`src/rtl/ps2m_pkg.sv`:
```
`timescale 1ns/1ps
package ps2m_pkg;
  localparam logic [7:0] ACK_BYTE     = 8'hFA;
  localparam logic [7:0] CMD_DEFAULTS = 8'hF6;
  localparam logic [7:0] CMD_ENABLE   = 8'hF4;
  localparam int         FRAME_BITS   = 11;

  typedef enum logic [1:0] {LN_IDLE, LN_SETUP, LN_LOW, LN_HIGH} line_st_e;

  function automatic logic odd_parity(input logic [7:0] b);
    return ~(^b);
  endfunction
endpackage

```
`src/rtl/ps2m_tx.sv`:
```
`timescale 1ns/1ps
module ps2m_tx
  import ps2m_pkg::*;
#(
  parameter int HALF_CYC = 5000
) (
  input  logic       clk,
  input  logic       rst_n,
  input  logic       start,
  input  logic [7:0] byte_in,
  input  logic       clk_in,
  output logic       clk_oe,
  output logic       dat_oe,
  output logic       done,
  output logic       abort
);
  localparam int CNT_W = $clog2(HALF_CYC) + 1;
  localparam int IDX_W = $clog2(FRAME_BITS);

  line_st_e              st_q, st_d;
  logic [CNT_W-1:0]      cnt_q, cnt_d;
  logic [IDX_W-1:0]      idx_q, idx_d;
  logic [FRAME_BITS-1:0] frm_q, frm_d;
  logic                  phase_end;

  assign phase_end = (cnt_q == CNT_W'(HALF_CYC - 1));

  always_comb begin
    st_d  = st_q;
    cnt_d = cnt_q;
    idx_d = idx_q;
    frm_d = frm_q;
    done  = 1'b0;
    abort = 1'b0;
    case (st_q)
      LN_IDLE: if (start) begin
        frm_d = {1'b1, odd_parity(byte_in), byte_in, 1'b0};
        idx_d = '0;
        cnt_d = '0;
        st_d  = LN_SETUP;
      end
      LN_SETUP: if (phase_end) begin
        cnt_d = '0;
        if (!clk_in) begin
          abort = 1'b1;
          st_d  = LN_IDLE;
        end else begin
          st_d = LN_LOW;
        end
      end else begin
        cnt_d = cnt_q + 1'b1;
      end
      LN_LOW: if (phase_end) begin
        cnt_d = '0;
        frm_d = frm_q >> 1;
        if (idx_q == IDX_W'(FRAME_BITS - 1)) begin
          done = 1'b1;
          st_d = LN_IDLE;
        end else begin
          idx_d = idx_q + 1'b1;
          st_d  = LN_SETUP;
        end
      end else begin
        cnt_d = cnt_q + 1'b1;
      end
      default: st_d = LN_IDLE;
    endcase
  end

  always_ff @(posedge clk or negedge rst_n) begin
    if (!rst_n) begin
      st_q  <= LN_IDLE;
      cnt_q <= '0;
      idx_q <= '0;
      frm_q <= '1;
    end else begin
      st_q  <= st_d;
      cnt_q <= cnt_d;
      idx_q <= idx_d;
      frm_q <= frm_d;
    end
  end

  assign clk_oe = (st_q == LN_LOW);
  assign dat_oe = ((st_q == LN_SETUP) || (st_q == LN_LOW)) && !frm_q[0];

  // the bit on the wire holds for the whole driven-low clock phase
  assert_dat_stable_low_R3: assert property (@(posedge clk) disable iff (!rst_n)
    (clk_oe && $past(clk_oe)) |-> $stable(dat_oe));

  // a given-up frame lets go of both wires on the next cycle
  assert_abort_releases_R8: assert property (@(posedge clk) disable iff (!rst_n)
    abort |=> (!clk_oe && !dat_oe));
endmodule

```
`src/rtl/ps2m_rx.sv`:
```
`timescale 1ns/1ps
module ps2m_rx
  import ps2m_pkg::*;
#(
  parameter int HALF_CYC = 5000
) (
  input  logic       clk,
  input  logic       rst_n,
  input  logic       start,
  input  logic       dat_in,
  output logic       clk_oe,
  output logic       dat_oe,
  output logic       done,
  output logic [7:0] byte_out,
  output logic       ok
);
  localparam int CNT_W = $clog2(HALF_CYC) + 1;
  localparam int IDX_W = $clog2(FRAME_BITS);
  localparam int SMP_N = FRAME_BITS - 1;

  line_st_e         st_q, st_d;
  logic [CNT_W-1:0] cnt_q, cnt_d;
  logic [IDX_W-1:0] idx_q, idx_d;
  logic [SMP_N-1:0] sh_q, sh_d;
  logic             phase_end, last_pulse;

  assign phase_end  = (cnt_q == CNT_W'(HALF_CYC - 1));
  assign last_pulse = (idx_q == IDX_W'(SMP_N));

  always_comb begin
    st_d  = st_q;
    cnt_d = cnt_q;
    idx_d = idx_q;
    sh_d  = sh_q;
    done  = 1'b0;
    case (st_q)
      LN_IDLE: if (start) begin
        idx_d = '0;
        cnt_d = '0;
        st_d  = LN_LOW;
      end
      LN_LOW: if (phase_end) begin
        cnt_d = '0;
        st_d  = LN_HIGH;
      end else begin
        cnt_d = cnt_q + 1'b1;
      end
      LN_HIGH: if (phase_end) begin
        cnt_d = '0;
        if (last_pulse) begin
          done = 1'b1;
          st_d = LN_IDLE;
        end else begin
          sh_d  = {dat_in, sh_q[SMP_N-1:1]};
          idx_d = idx_q + 1'b1;
          st_d  = LN_LOW;
        end
      end else begin
        cnt_d = cnt_q + 1'b1;
      end
      default: st_d = LN_IDLE;
    endcase
  end

  always_ff @(posedge clk or negedge rst_n) begin
    if (!rst_n) begin
      st_q  <= LN_IDLE;
      cnt_q <= '0;
      idx_q <= '0;
      sh_q  <= '0;
    end else begin
      st_q  <= st_d;
      cnt_q <= cnt_d;
      idx_q <= idx_d;
      sh_q  <= sh_d;
    end
  end

  assign clk_oe   = (st_q == LN_LOW);
  assign dat_oe   = (st_q != LN_IDLE) && last_pulse;
  assign byte_out = sh_q[7:0];
  assign ok       = sh_q[SMP_N-1] && (sh_q[8] == odd_parity(sh_q[7:0]));

  // the line acknowledge starts together with a driven-low clock phase
  assert_ack_in_last_pulse_R5: assert property (@(posedge clk) disable iff (!rst_n)
    $rose(dat_oe) |-> clk_oe);
endmodule

```
`src/rtl/ps2m_seq.sv`:
```
`timescale 1ns/1ps
module ps2m_seq
  import ps2m_pkg::*;
#(
  parameter int MAG_W   = 10,
  parameter int GAP_CYC = 2500
) (
  input  logic             clk,
  input  logic             rst_n,
  input  logic             mv_load,
  input  logic [MAG_W-1:0] mv_dx,
  input  logic [MAG_W-1:0] mv_dy,
  input  logic             mv_xneg,
  input  logic             mv_yneg,
  input  logic             btn_left,
  input  logic             btn_right,
  input  logic             clk_in,
  input  logic             dat_in,
  input  logic             tx_done,
  input  logic             tx_abort,
  input  logic             rx_done,
  input  logic [7:0]       rx_byte,
  input  logic             rx_ok,
  output logic             tx_start,
  output logic [7:0]       tx_byte,
  output logic             rx_start,
  output logic             mv_ready
);
  localparam int GAP_W = $clog2(GAP_CYC) + 1;

  typedef enum logic [1:0] {SQ_IDLE, SQ_GAP, SQ_SEND, SQ_RECV} seq_st_e;

  seq_st_e          st_q, st_d;
  logic             en_q, en_d, ackp_q, ackp_d, sack_q, sack_d, rdy_d;
  logic [1:0]       bidx_q, bidx_d;
  logic [7:0]       b0_q, b0_d, b1_q, b1_d, b2_q, b2_d, rb;
  logic [GAP_W-1:0] gap_q, gap_d;
  logic             host_req, lines_idle, x_ovf, y_ovf;

  assign host_req   = clk_in && !dat_in;
  assign lines_idle = clk_in && dat_in;
  assign x_ovf      = |mv_dx[MAG_W-1:8];
  assign y_ovf      = |mv_dy[MAG_W-1:8];

  always_comb begin
    st_d = st_q; en_d = en_q; ackp_d = ackp_q; sack_d = sack_q;
    bidx_d = bidx_q; b0_d = b0_q; b1_d = b1_q; b2_d = b2_q; gap_d = gap_q;
    rdy_d = 1'b0; tx_start = 1'b0; rx_start = 1'b0;
    case (st_q)
      SQ_IDLE: begin
        gap_d = '0;
        if (host_req) begin
          rx_start = 1'b1;
          st_d     = SQ_RECV;
        end else if (ackp_q) begin
          sack_d = 1'b1;
          st_d   = SQ_GAP;
        end else if (en_q && mv_load) begin
          b0_d   = {y_ovf, x_ovf, mv_yneg, mv_xneg, 1'b1, 1'b0, btn_right, btn_left};
          b1_d   = x_ovf ? 8'hFF : mv_dx[7:0];
          b2_d   = y_ovf ? 8'hFF : mv_dy[7:0];
          bidx_d = '0;
          sack_d = 1'b0;
          st_d   = SQ_GAP;
        end
      end
      SQ_GAP: begin
        if (host_req) begin
          rx_start = 1'b1;
          ackp_d   = 1'b0;
          rdy_d    = !sack_q;
          st_d     = SQ_RECV;
        end else if (!lines_idle) begin
          gap_d = '0;
        end else if (gap_q == GAP_W'(GAP_CYC - 1)) begin
          tx_start = 1'b1;
          gap_d    = '0;
          st_d     = SQ_SEND;
        end else begin
          gap_d = gap_q + 1'b1;
        end
      end
      SQ_SEND: begin
        if (tx_abort) begin
          st_d = SQ_GAP;
        end else if (tx_done) begin
          if (sack_q) begin
            ackp_d = 1'b0;
            st_d   = SQ_IDLE;
          end else if (bidx_q == 2'd2) begin
            rdy_d = 1'b1;
            st_d  = SQ_IDLE;
          end else begin
            bidx_d = bidx_q + 1'b1;
            st_d   = SQ_GAP;
          end
        end
      end
      SQ_RECV: if (rx_done) begin
        st_d = SQ_IDLE;
        if (rx_ok && rx_byte == CMD_DEFAULTS) begin
          en_d = 1'b0; ackp_d = 1'b1;
        end else if (rx_ok && rx_byte == CMD_ENABLE) begin
          en_d = 1'b1; ackp_d = 1'b1;
        end
      end
      default: st_d = SQ_IDLE;
    endcase
  end

  always_comb begin
    unique case (bidx_q)
      2'd0:    rb = b0_q;
      2'd1:    rb = b1_q;
      default: rb = b2_q;
    endcase
  end
  assign tx_byte = sack_q ? ACK_BYTE : rb;

  always_ff @(posedge clk or negedge rst_n) begin
    if (!rst_n) begin
      st_q <= SQ_IDLE; en_q <= 1'b0; ackp_q <= 1'b0; sack_q <= 1'b0;
      bidx_q <= '0; b0_q <= '0; b1_q <= '0; b2_q <= '0; gap_q <= '0;
      mv_ready <= 1'b0;
    end else begin
      st_q <= st_d; en_q <= en_d; ackp_q <= ackp_d; sack_q <= sack_d;
      bidx_q <= bidx_d; b0_q <= b0_d; b1_q <= b1_d; b2_q <= b2_d; gap_q <= gap_d;
      mv_ready <= rdy_d;
    end
  end

  // the ready strobe lasts a single cycle
  assert_ready_single_R9: assert property (@(posedge clk) disable iff (!rst_n)
    mv_ready |=> !mv_ready);

  // a report byte is started only while the port is enabled
  assert_report_needs_enable_R4: assert property (@(posedge clk) disable iff (!rst_n)
    (tx_start && !sack_q) |-> en_q);
endmodule

```
`src/rtl/ps2_mouse_device.sv`:
```
`timescale 1ns/1ps
module ps2_mouse_device #(
  parameter int HALF_CYC = 5000,
  parameter int GAP_CYC  = 2500,
  parameter int MAG_W    = 10
) (
  input  logic             clk,
  input  logic             rst_n,
  input  logic             mv_load,
  input  logic [MAG_W-1:0] mv_dx,
  input  logic [MAG_W-1:0] mv_dy,
  input  logic             mv_xneg,
  input  logic             mv_yneg,
  input  logic             btn_left,
  input  logic             btn_right,
  output logic             mv_ready,
  input  logic             ps2_clk_in,
  input  logic             ps2_dat_in,
  output logic             ps2_clk_oe,
  output logic             ps2_dat_oe
);
  logic       rst_meta, rst_sync;
  logic       tx_start, tx_done, tx_abort, tx_clk_oe, tx_dat_oe;
  logic       rx_start, rx_done, rx_ok, rx_clk_oe, rx_dat_oe;
  logic [7:0] tx_byte, rx_byte;

  always_ff @(posedge clk or negedge rst_n) begin
    if (!rst_n) begin
      rst_meta <= 1'b0;
      rst_sync <= 1'b0;
    end else begin
      rst_meta <= 1'b1;
      rst_sync <= rst_meta;
    end
  end

  ps2m_seq #(.MAG_W(MAG_W), .GAP_CYC(GAP_CYC)) seq_i (
    .clk(clk), .rst_n(rst_sync), .mv_load(mv_load), .mv_dx(mv_dx), .mv_dy(mv_dy),
    .mv_xneg(mv_xneg), .mv_yneg(mv_yneg), .btn_left(btn_left), .btn_right(btn_right),
    .clk_in(ps2_clk_in), .dat_in(ps2_dat_in), .tx_done(tx_done), .tx_abort(tx_abort),
    .rx_done(rx_done), .rx_byte(rx_byte), .rx_ok(rx_ok), .tx_start(tx_start),
    .tx_byte(tx_byte), .rx_start(rx_start), .mv_ready(mv_ready)
  );

  ps2m_tx #(.HALF_CYC(HALF_CYC)) tx_i (
    .clk(clk), .rst_n(rst_sync), .start(tx_start), .byte_in(tx_byte),
    .clk_in(ps2_clk_in), .clk_oe(tx_clk_oe), .dat_oe(tx_dat_oe),
    .done(tx_done), .abort(tx_abort)
  );

  ps2m_rx #(.HALF_CYC(HALF_CYC)) rx_i (
    .clk(clk), .rst_n(rst_sync), .start(rx_start), .dat_in(ps2_dat_in),
    .clk_oe(rx_clk_oe), .dat_oe(rx_dat_oe), .done(rx_done),
    .byte_out(rx_byte), .ok(rx_ok)
  );

  assign ps2_clk_oe = tx_clk_oe | rx_clk_oe;
  assign ps2_dat_oe = tx_dat_oe | rx_dat_oe;

  // at most one direction generates the wire clock at any time
  assert_single_clock_source_R3: assert property (@(posedge clk) disable iff (!rst_sync)
    !(tx_clk_oe && rx_clk_oe));
endmodule

```
`config.mk`:
```
export PLATFORM = sky130hd
export DESIGN_NAME = ps2_mouse_device
export DESIGN_NICKNAME = d
export VERILOG_FILES = /design/src/rtl/ps2m_pkg.sv /design/src/rtl/ps2m_tx.sv /design/src/rtl/ps2m_rx.sv /design/src/rtl/ps2m_seq.sv /design/src/rtl/ps2_mouse_device.sv
export SDC_FILE = /design/constraint.sdc
export NUM_CORES = 1
export LEC_CHECK = 0
export BUFFER_PORTS_ARGS = -buffer_cell sky130_fd_sc_hd__buf_2
export CAP_MARGIN = 20
export CORE_MARGIN = 5
export CORE_UTILIZATION = 61
export CTS_BUF_LIST = sky130_fd_sc_hd__clkbuf_16
export DETAILED_ROUTE_END_ITERATION = 16
export GPL_TIMING_DRIVEN = 1
export PLACE_DENSITY = 0.87
export SKIP_CTS_REPAIR_TIMING = 1
export SLEW_MARGIN = 5
export SYNTH_ARGS = -nofsm -noshare
export SYNTH_HDL_FRONTEND = slang
export SYNTH_SLANG_ARGS = --single-unit
```
`constraint.sdc`:
```
create_clock -name clk -period 10.1 [get_ports clk]
set_input_delay 1.01 -clock clk [delete_from_list [all_inputs] [get_ports clk]]
set_output_delay 1.01 -clock clk [all_outputs]
set_load 0.05 [all_outputs]
```
# ---- Yosys cells after proc, flatten, opt, wreduce, memory -nomap -nowiden
# Index checks and enable logic that the tools add are counted.
dict set report word_totals {
  regBits 107
  latch_bits 0
  ram_bits 0
  rom_bits 0
  wordCells 210
  n_memories 0
}
dict set report classes {
  n_addsub 6
  multipliers 0
  div 0
  n_lt_le_gt_ge 0
  eq_ne 41
  shifts 0
  muxes 88
  n_bitwise 7
  reduce_logical 48
}
# operator count
set ops {}
lappend ops {{14-bit two-way mux} 4}
lappend ops {{14-bit case mux with 2 select lines} 2}
lappend ops {{2-bit two-way mux} 25}
lappend ops {{13-bit two-way mux} 3}
lappend ops {{1-bit two-way mux} 32}
lappend ops {{14-bit by 1-bit adder with 14-bit output, second input constant} 2}
lappend ops {{14-bit by 13-bit equality test with 1-bit output, second input constant} 2}
lappend ops {{13-bit case mux with 2 select lines} 1}
lappend ops {{4-bit two-way mux} 6}
lappend ops {{8-bit two-way mux} 3}
lappend ops {{11-bit two-way mux} 2}
lappend ops {{11-bit case mux with 2 select lines} 1}
lappend ops {{2-bit inequality test, second input constant} 10}
lappend ops {{2-bit by 1-bit inequality test with 1-bit output, second input constant} 9}
lappend ops {{3-bit AND reduction} 6}
lappend ops {{2-bit nonzero test} 9}
lappend ops {{8-bit equality test, second input constant} 2}
lappend ops {{4-bit case mux with 2 select lines} 2}
lappend ops {{8-bit case mux with 2 select lines} 1}
lappend ops {{8-bit XOR reduction} 2}
lappend ops {{13-bit by 1-bit adder with 13-bit output, second input constant} 1}
lappend ops {{13-bit by 12-bit equality test with 1-bit output, second input constant} 1}
lappend ops {{2-bit equality test, second input constant} 6}
lappend ops {{3-bit by 1-bit inequality test with 1-bit output, second input constant} 4}
lappend ops {{24 further kinds} 54}

# ---- Logic depth before layout (Yosys ltp)
# Gate-level depths: netlist of the first run.
dict set report logic_depth {
  ltp_word 9
  ltp_mapped 10
  depth_no_buf 8
}

# ---- Hierarchy
# A second synthesis of the first run with hierarchy kept.
dict set report hier_totals {
  cells_unflattened 626
  area_unflattened_um2 6127.1
}
# mod n_inst cells_each area_per_inst_um2 seq_area_each_um2
set modules_own_cells {}
lappend modules_own_cells {ps2m_seq 1 269 2421.1 1101.1}
lappend modules_own_cells {ps2m_tx 1 187 1895.6 789.5}
lappend modules_own_cells {ps2m_rx 1 165 1744.2 750.7}
lappend modules_own_cells {ps2_mouse_device 1 5 66.3 50.0}

# ---- Worst setup path after synthesis of the first run
# Ideal clock, no wire load.
dict set report synth_timing {
  path_kind {register -> output}
  from {reg rx_i.st_q[1]}
  to {out ps2_dat_oe}
  t_arrival_ns 1.628
  required_ns 9.090
  setup_slack_ns 7.462
  path_stages_with_launch 5
  cell_sequence {dfrtp_1 > clkbuf_1 > clkbuf_1 > nor2_1 > o22ai_1}
}
dict set report synth_between {
  elab_chain_cells 3
}
# element line
set synth_rtl {}
lappend synth_rtl {{start, declared} ps2m_rx.sv:21} ;# line_st_e st_q, st_d;
lappend synth_rtl {{start signal, assigned} ps2m_rx.sv:72} ;# st_q <= st_d;
lappend synth_rtl {{2-bit nonzero test} ps2m_rx.sv:80} ;# assign dat_oe = (st_q != LN_IDLE) && last_pulse;
lappend synth_rtl {{1-bit logical AND} ps2m_rx.sv:80}
lappend synth_rtl {{1-bit OR} ps2_mouse_device.sv:58} ;# assign ps2_dat_oe = tx_dat_oe | rx_dat_oe;
lappend synth_rtl {{end, declared} ps2_mouse_device.sv:20} ;# output logic ps2_dat_oe
# No other way between the ends.

# ---- Final worst setup path of the first run
dict set report layout_timing {
  from {reg rx_i.cnt_q[0]}
  to {reg rx_i.idx_q[3]}
}
dict set report layout_between {
  elab_chain_cells 3
}
# element line
set layout_rtl {}
lappend layout_rtl {{start, declared} ps2m_rx.sv:22} ;# logic [CNT_W-1:0] cnt_q, cnt_d;
lappend layout_rtl {{start signal, assigned} ps2m_rx.sv:73} ;# cnt_q <= cnt_d;
lappend layout_rtl {{14-bit by 13-bit equality test with 1-bit output} ps2m_rx.sv:27} ;# assign phase_end = (cnt_q == CNT_W'(HALF_CYC - 1));
lappend layout_rtl {{2-bit by 1-bit inequality test with 1-bit output (no source line)} -}
lappend layout_rtl {{4-bit AND reduction (no source line)} -}
lappend layout_rtl {{end signal, assigned} ps2m_rx.sv:74} ;# idx_q <= idx_d;
lappend layout_rtl {{end, declared} ps2m_rx.sv:23} ;# logic [IDX_W-1:0] idx_q, idx_d;
# No other way between the ends.
# A chain may end at the register's enable or synchronous reset.

==> results of run 1 <==
-- metal layers --
metal | track usage (%) | wire length, um | vias up
met5 | 0 | 0 | -
met2 | 38.26 | 6095 | 114
met1 | 30.36 | 5183 | 2257
li1 | - | - | 2189
met4 | 7.671 | 219 | 0
met3 | 4.034 | 471 | 21
-- worst min path at each step --
stage | endpoint | slack (ns) | cells past startpoint
after floorplan | rst_sync | 0.33 | 0
final | seq_i.st_q[0] | 0.28 | 0
after CTS | rx_i.sh_q[8] | 0.30 | 0
after global routing | seq_i.st_q[0] | 0.33 | 0
after global placement | seq_i.st_q[0] | 0.28 | 0
after detailed placement | seq_i.st_q[0] | 0.29 | 0
-- power by group through the flow --
stage               Combinational [mW]  Sequential [mW]  Clock [mW]
floorplan                        0.145            0.505           0
global placement                 0.177            0.511           0
CTS                              0.189            0.507       0.347
finish                           0.189            0.507       0.338
detailed placement               0.187            0.514           0
global route                     0.215            0.514       0.364
-- registers in the layout (all words and copies together) (netlist names) --
name	cells
rx_i.idx_q	4
seq_i.b0_q	7
seq_i.st_q	2
seq_i.ackp_q	1
seq_i.en_q	1
seq_i.gap_q	13
rx_i.st_q	2
seq_i.sack_q	1
tx_i.frm_q	11
seq_i.b2_q	8
seq_i.mv_ready	1
rst_meta	1
tx_i.idx_q	4
rst_sync	1
seq_i.bidx_q	2
rx_i.cnt_q	14
tx_i.cnt_q	14
rx_i.sh_q	10
seq_i.b1_q	8
tx_i.st_q	2
-- area by class of cell --
type	instances	area, um^2
inverters	26	97.59
multi-input cells	446	2824
flip-flops and latches	107	2695
clock buffers	9	225.2
repair buffers	34	177.7
well taps	111	138.9
fillers	683	2979
clock inverters	7	58.81
-- through the flow --
| stage | setup slack (ns) | power, mW | instance area (um^2) | cells |
|---|---|---|---|---|
| floorplan | 6.918 | 0.6497 | 5705 | 603 |
| global placement | 6.985 | 0.6878 | 5926 | 723 |
| detailed placement | 6.883 | 0.7016 | 5926 | 723 |
| CTS | 7.126 | 1.043 | 6210 | 739 |
| global route | 6.863 | 1.093 | 6217 | 740 |
| finish | 7.136 | 1.035 | 6217 | 740 |
-- cell usage in the layout, fill, tap and decap left out, types with 8 or more instances in the layout --
cell type,Yosys,routed
sky130_fd_sc_hd__nand4_1,11,11
sky130_fd_sc_hd__and3_1,12,12
sky130_fd_sc_hd__xor2_1,15,15
sky130_fd_sc_hd__nor2_1,80,80
sky130_fd_sc_hd__dfstp_2,11,11
sky130_fd_sc_hd__nor3_1,27,26
sky130_fd_sc_hd__nand3_1,25,25
sky130_fd_sc_hd__inv_1,25,25
sky130_fd_sc_hd__o21ai_0,52,52
sky130_fd_sc_hd__nand2_1,43,43
sky130_fd_sc_hd__buf_2,6,31
sky130_fd_sc_hd__o31ai_1,9,9
sky130_fd_sc_hd__dfrtp_1,96,95
sky130_fd_sc_hd__a22o_1,8,8
sky130_fd_sc_hd__a21oi_1,21,21
sky130_fd_sc_hd__xnor2_1,9,9
sky130_fd_sc_hd__ha_1,23,23
sky130_fd_sc_hd__clkbuf_16,0,9
sky130_fd_sc_hd__mux2_2,19,19
-- cells by family after synthesis --
logic type | count (synthesis) | share of synthesized area, %
AOI/OAI and AO/OA | 134 | 14.87
xor gates and xnor gates | 25 | 4.079
other | 1 | 0.06573
muxes | 25 | 4.825
and+or+nand+nor | 238 | 20.53
buffers and inverters | 50 | 3.421
adders and majority gates | 23 | 5.044
DFF | 107 | 47.17
==> run summary, run 1 <==
The run finished with clean final reports. By instance count, the leading cell after synthesis is sky130_fd_sc_hd__dfrtp_1. Final number of max-transition violations: 0. The total of max-cap violations is 0. The cell depth of the worst flop-to-flop path works out to 7. For the number of antenna violations at the first check in global routing, the log shows 0.

The detailed router placed 4581 vias in this run. The path class of the lowest-slack min-delay path is reg2async. The power density relative to cell area was 166.5 nW/um^2; the maximum ir drop on the vdd rail was 0.1571 mV. Subtracting the final worst setup slack from the clock period gives 2.964 ns. After clock tree synthesis, the clock-pin slew on the worst setup and hold paths is 0.08 ns. Sorting the synthesized cells by how often they occur yields sky130_fd_sc_hd__dfrtp_1 (96), sky130_fd_sc_hd__nor2_1 (80), sky130_fd_sc_hd__o21ai_0 (52). The global-route usage over all layers is 22.91%, and the final net count is 676.

During I/O placement, the number of pins put on the boundary was 32. The overall routed net length was 11970 um. For this run, the top clock speed supported by timing is 337.4 MHz. In this run the worst path has a maximum fanout of 18. The tools report the number of endpoints with negative hold slack in the final report as 0. Setup total negative slack on the finished layout was measured at 0 ns. The count of buffers from port buffering was 31.

The pin count of the biggest net entering global routing is 72. The post-route clock skew was 0.01254 ns; the global-route wire length before repair was 21270 um. The critical path runs through a total of 7 cells. CTS built an H-tree with a depth of 3. The fraction of synthesized cell area taken by the top area cell type is 42.11%, and the proportion of synthesized flip-flops having asynchronous set or reset is 100.0%. The start of the worst register-to-register path was rx_i.cnt_q[0]. At the end of routability-driven placement, the weighted congestion stood at 0.8171. The analysis attributes to cell leakage a power of 2.747 nW. Together, buffers and inverters on the worst path number 0.

The logs give 7.14 ns for the worst setup slack for register-to-register paths and 47.17% for the sequential element share of the synthesized area. Per report_power, the combinational group accounts for 18.3% of the total. The number of register bits inferred by synthesis is 107. In this run the standard cell core region covers 9196 um^2. The ratio of routed vias to standard cells is 6.191, and the number of buffers on the longest clock path is 2. The clock reaches the later pin of the worst-skew pair after 0.35 ns. The share of final-layout standard cells stronger than drive strength 1 is 14.94%, and the initial standard-cell utilization of the core is 62.04%. Walking the worst path, the cells encountered are ha_1 -> and4b_1 -> nand4_1 -> nor3b_2 -> nand4_1 -> xor2_1 -> nor2_1.

After detailed routing, the number of remaining DRC violations is 0. The relative contribution of the clock network to total power is 32.7%. The first detailed-routing pass ran for 5 iterations. STA puts the critical path data arrival time at 3.20 ns. Sorting the synthesized cells by area gives the leading types as sky130_fd_sc_hd__dfrtp_1 (42%), sky130_fd_sc_hd__nor2_1 (5.3%), sky130_fd_sc_hd__dfstp_2 (5.1%).

The post-synthesis instance total was 603. Dividing the detail-routed wire length by the instance count gives 16.18 um. The cell seen most often among critical-path stages was sky130_fd_sc_hd__nand4_1.

The synthesized design contains 0 enable-type register cells. The number of nets produced by synthesis is 655. In this run the worst setup path begins at rx_i.cnt_q[0]. During synthesis, Yosys emitted a total of 0 warnings.

The run gives 8474 um as the detailed-placement wirelength estimate. Of all cell types, the one taking the most synthesized area is sky130_fd_sc_hd__dfrtp_1. The via count of the first global-routing pass came out at 4509. For this run the aggregate overflow at the end of global routing stands at 0. The worst-case hold slack is 0.2787 ns, and the final clock period utilization by the worst path is 29.34%. Counting the buffers created by CTS gives 9.

The die covers 11390 um^2. STA puts the critical path data required time at 10.34 ns. Main flop type after synthesis: sky130_fd_sc_hd__dfrtp_1. Following the worst setup path forward leads to its endpoint at rx_i.idx_q[3].

TritonCTS built the clock tree. For the utilization of the core after routing, the log shows 67.61%. The die is 106.7 um tall. On the worst path, the slowest cell contributes a delay of 1.05 ns. The startpoint type of the worst setup path is a register.

Headroom to the max-slew limit: 28.30%. For the final antenna diode count, the log shows 0. The reg-to-reg critical path endpoint was rx_i.idx_q[3].

The transition time at the pin with the least slew margin came out at 1.071 ns. The library cell contributing the largest single delay on the critical path is sky130_fd_sc_hd__nor3b_2. The number of different library cells used by synthesis comes to 61.

Setup violations remaining at the end of the flow were counted as 0. The switching portion of total power was 31.14%. The clock net in this run drives a total of 107 sinks. Setup repair after global routing left no endpoint under its margin. The die is 106.7 um wide. Averaged over all synthesized cells, the footprint is 9.462 um^2. The worst setup path is captured at a register.

The detailed router finished its first iteration with 316 violations. The area growth from synthesis to final layout is 8.969%, and the number of standard-cell rows in the floorplan is 35. Summed over all nets, the switching power comes to 0.3224 mW. The post-detailed-route count of antenna-violating nets is 0.

The tree is rooted in a sky130_fd_sc_hd__clkbuf_16. The sequential share of power was 49.0%. Cell internal power was estimated by the tool at 0.7128 mW.

Grouping stages by cell kind, the critical path spends the most delay in simple AND/OR/NAND/NOR gates. The kind of critical path was reg2reg. The synthesized area was 5705 um^2.
Power figures use the tool's default switching activity.
==> run 2, diff against run 1 <==
==> constraint.sdc (replaced) <==
create_clock -name clk -period 3.1 [get_ports clk]
set_input_delay 0.31 -clock clk [delete_from_list [all_inputs] [get_ports clk]]
set_output_delay 0.31 -clock clk [all_outputs]
set_load 0.05 [all_outputs]
==> run summary, run 2 (synthesis results as in run 1) <==
The maximum fanout count along the critical path is 18 (unchanged), and the amount of wire on met2 after detailed routing is 6285 um (+3.1%). Placed cell area: 5983 um^2 (+0.97%). The worst hold endpoint was seq_i.b2_q[7]. The logs give 9 (unchanged) for the number of buffers created by CTS and 0.8563 (+4.8%) for the weighted congestion reported at the end of routability-driven placement.

The transition time at the pin with the least slew margin is 0.8958 ns (-0.1751 ns), and the data arrival at the endpoint of the critical path is 2.95 ns (-0.25 ns). In this run the critical register-to-register path is launched from seq_i.st_q[1]. The pin count of the biggest net entering global routing is 58 (-19%), and the final number of max-transition violations is 0 (unchanged). Overall routed net length: 12330 um (+3.0%). The post-detailed-route count of antenna-violating nets was 0 (unchanged); the number of stages on the worst hold path was 3. Via count: 4689 (+2.4%).

The final net count came out at 682 (+0.89%). TritonCTS built the clock tree. The tools report the number of fillers in the final layout as 673 (-1.5%). The routed length on met3 was 537 um (+14%); the global-route usage over all layers was 23.18% (+0.27 points). The number of antenna violations at the first check in global routing is 0 (unchanged). The run gives 6276 um^2 (+0.95%) as the design area. The ratio of routed vias to standard cells came out at 6.294 (+1.7%). The start point of the worst min-delay path was mv_dy[7]. The signal on the critical path passes through inv_1 -> ha_1 -> and3_1 -> nand4_1 -> mux2_2 -> nor2_1 -> nand2_1 -> o31ai_1. The critical path's largest stage delay was 0.48 ns (-0.57 ns). STA classifies the critical path endpoint as a register. The floorplan die area is 11390 um^2 (unchanged).

The clock period minus worst slack was 2.710 ns (-0.2538 ns). Clock tree root driver cell: sky130_fd_sc_hd__clkbuf_16. In this run the critical register-to-register path is captured at tx_i.cnt_q[12].

The final antenna diode count was 0 (unchanged). The routed length per placed instance was 16.56 um (+2.3%); the data required time of the worst path was 3.34 ns (-7.00 ns). The tools report the post-route clock skew as 0.007187 ns (-0.005354 ns). The slowest stage of the critical path belongs to the cell sky130_fd_sc_hd__mux2_2.

For the initial standard-cell utilization of the core, the log shows 62.04% (unchanged). The detailed-placement wirelength estimate is 8630 um (+1.8%). Power density relative to cell area: 542.2 nW/um^2 (+230%). The run gives 0.4480 ns (-6.435 ns) as the post-placement worst setup slack. For the leftover overflow at the end of global routing, the log shows 0 (unchanged). The vertical die dimension came out at 106.7 um (unchanged). Setup repair after global routing left no endpoint under its margin. Number of buffers on the longest clock path: 2 (unchanged). The placeable core region was 9196 um^2 (unchanged); the share of final-layout standard cells stronger than drive strength 1 was 14.98% (+0.040 points).

The count of final setup violators was 0 (unchanged); the DRC violation count after routing was 0 (unchanged). The maximum clock frequency was 369.0 MHz (+9.4%). Leaving out fill and tap cells, the most frequent cells in the layout are sky130_fd_sc_hd__dfrtp_1 (95), sky130_fd_sc_hd__nor2_1 (80), sky130_fd_sc_hd__o21ai_0 (52), sky130_fd_sc_hd__nand2_1 (43), sky130_fd_sc_hd__buf_2 (31). The total of max-cap violations came out at 0 (unchanged). The tools report the number of standard-cell rows in the floorplan as 35 (unchanged). The clock edge transition at the registers on the reported setup and hold paths came out at 0.07 ns (about the same). The tools report the headroom to the max-slew limit as 38.57% (+10 points).

The flow ran to the end, and the final reports show no timing, DRC or antenna violations. The clock latency on the worst-skew pair is 0.34 ns (about the same), and the global-route wire length before repair is 21650 um (+1.8%). The via count of the first global-routing pass was 4718 (+4.6%).

Startpoint type of the worst setup path: a register. The number of endpoints with negative hold slack in the final report is 0 (unchanged). The reported leakage power was 2.771 nW (+0.85%); the die boundary width was 106.7 um (unchanged). The tightest min-delay check is of the in2reg type. The detailed-routing wirelength on met1 is 5350 um (+3.2%). Leaving out fill and tap cells, the most frequent cell in the layout is sky130_fd_sc_hd__dfrtp_1. The maximum ir drop on the vdd rail was 0.3538 mV (+130%).

The cell depth of the worst flop-to-flop path was 8 (+1). The logs give 0.3901 ns (-6.746 ns) for the final worst setup slack and 0.39 ns (-6.75 ns) for the worst setup slack for register-to-register paths. In this run the top signal layer used is met4. The count of buffers from port buffering is 31 (unchanged). The run gives 3 (unchanged) as the maximum level of the CTS H-tree. In the final layout, the registers with the most flip-flops are rx_i.cnt_q (14), tx_i.cnt_q (14), seq_i.gap_q (13). The critical path in this run is classified as reg2reg. The count of TritonRoute iterations in the first routing pass is 5 (unchanged), and the final clock period utilization by the worst path is 87.42% (+58 points). Area growth from synthesis to final layout: 10.00%.

The run gives 386 (+22%) as the iteration-0 DRC count of the detailed router. The logs give 0 ns (unchanged) for the setup TNS after final layout and 107 (unchanged) for the total number of clock tree sinks. The run gives 32 (unchanged) as the boundary pin count.
[run 2: changes by cell type in the layout (fill, tap and decap cells not counted), sizes merged]
cell | before | now
bufinv | 0 | 1
inv | 30 | 26
clkinv | 3 | 4
dlygate4sd3 | 0 | 1
buf | 34 | 39
clkinvlp | 0 | 1
[run 2: through the flow]
| stage | instances | util (%) | hold slack (ns) | power, mW |
|---|---|---|---|---|
| after floorplan | 603 | - | 0.01441 | 2.117 |
| after global placement | 729 | 65.06 | 0.09475 | 2.242 |
| after detailed placement | 729 | 65.06 | 0.09659 | 2.292 |
| after CTS | 744 | 68.14 | -0.2686 | 3.405 |
| after global routing | 745 | 68.24 | 0.1932 | 3.572 |
| final | 745 | 68.24 | 0.1914 | 3.403 |
[run 2: how the worst max path moves through the flow]
stage                  startpoint        endpoint  slack, ns  depth (start not counted)
floorplan           seq_i.st_q[1]   tx_i.frm_q[2]       0.77                          9
global placement    seq_i.st_q[1]  tx_i.cnt_q[12]       0.64                          8
detailed placement  seq_i.st_q[1]   tx_i.cnt_q[4]       0.45                          8
CTS                 seq_i.st_q[1]  tx_i.cnt_q[12]       0.42                          8
global route        seq_i.st_q[1]  tx_i.cnt_q[12]       0.11                          8
finish              seq_i.st_q[1]  tx_i.cnt_q[12]       0.39                          8
[run 2: final cells by class]
cell class / instances / area, um^2 / share of cell area (%)
Clock buffer: 9 / 225.2 / 3.589
Clock inverter: 6 / 57.56 / 0.9171
Inverter: 26 / 97.59 / 1.555
Multi-Input combinational cell: 446 / 2824 / 45.00
Sequential cell: 107 / 2695 / 42.94
Tap cell: 111 / 138.9 / 2.213
Timing Repair Buffer: 40 / 237.7 / 3.788
[run 2: power breakdown]
part           internal (mW)  switching [mW]  total (mW)  leakage [nW]
clock                  0.615           0.489        1.10         0.134
combinational          0.251           0.383       0.634          1.27
sequential              1.51           0.152        1.66          1.37
[run 2: layer usage]
layer,up-vias,GRT usage [%]
li1,2204,-
met1,2300,30.46
met2,166,39.34
met3,19,4.335
met4,0,6.758
met5,-,0
[run 2: worst max-delay path, delay by kind of cell (launching register included)]
kind	cells	cell delay [ns]
multiplexers	1	0.48
buffers and inverters	1	0.12
adder cells (fa/ha/maj)	1	0.33
flip-flops	1	0.40
AO/OA/AOI/OAI	1	0.23
AND/OR/NAND/NOR	4	1.06
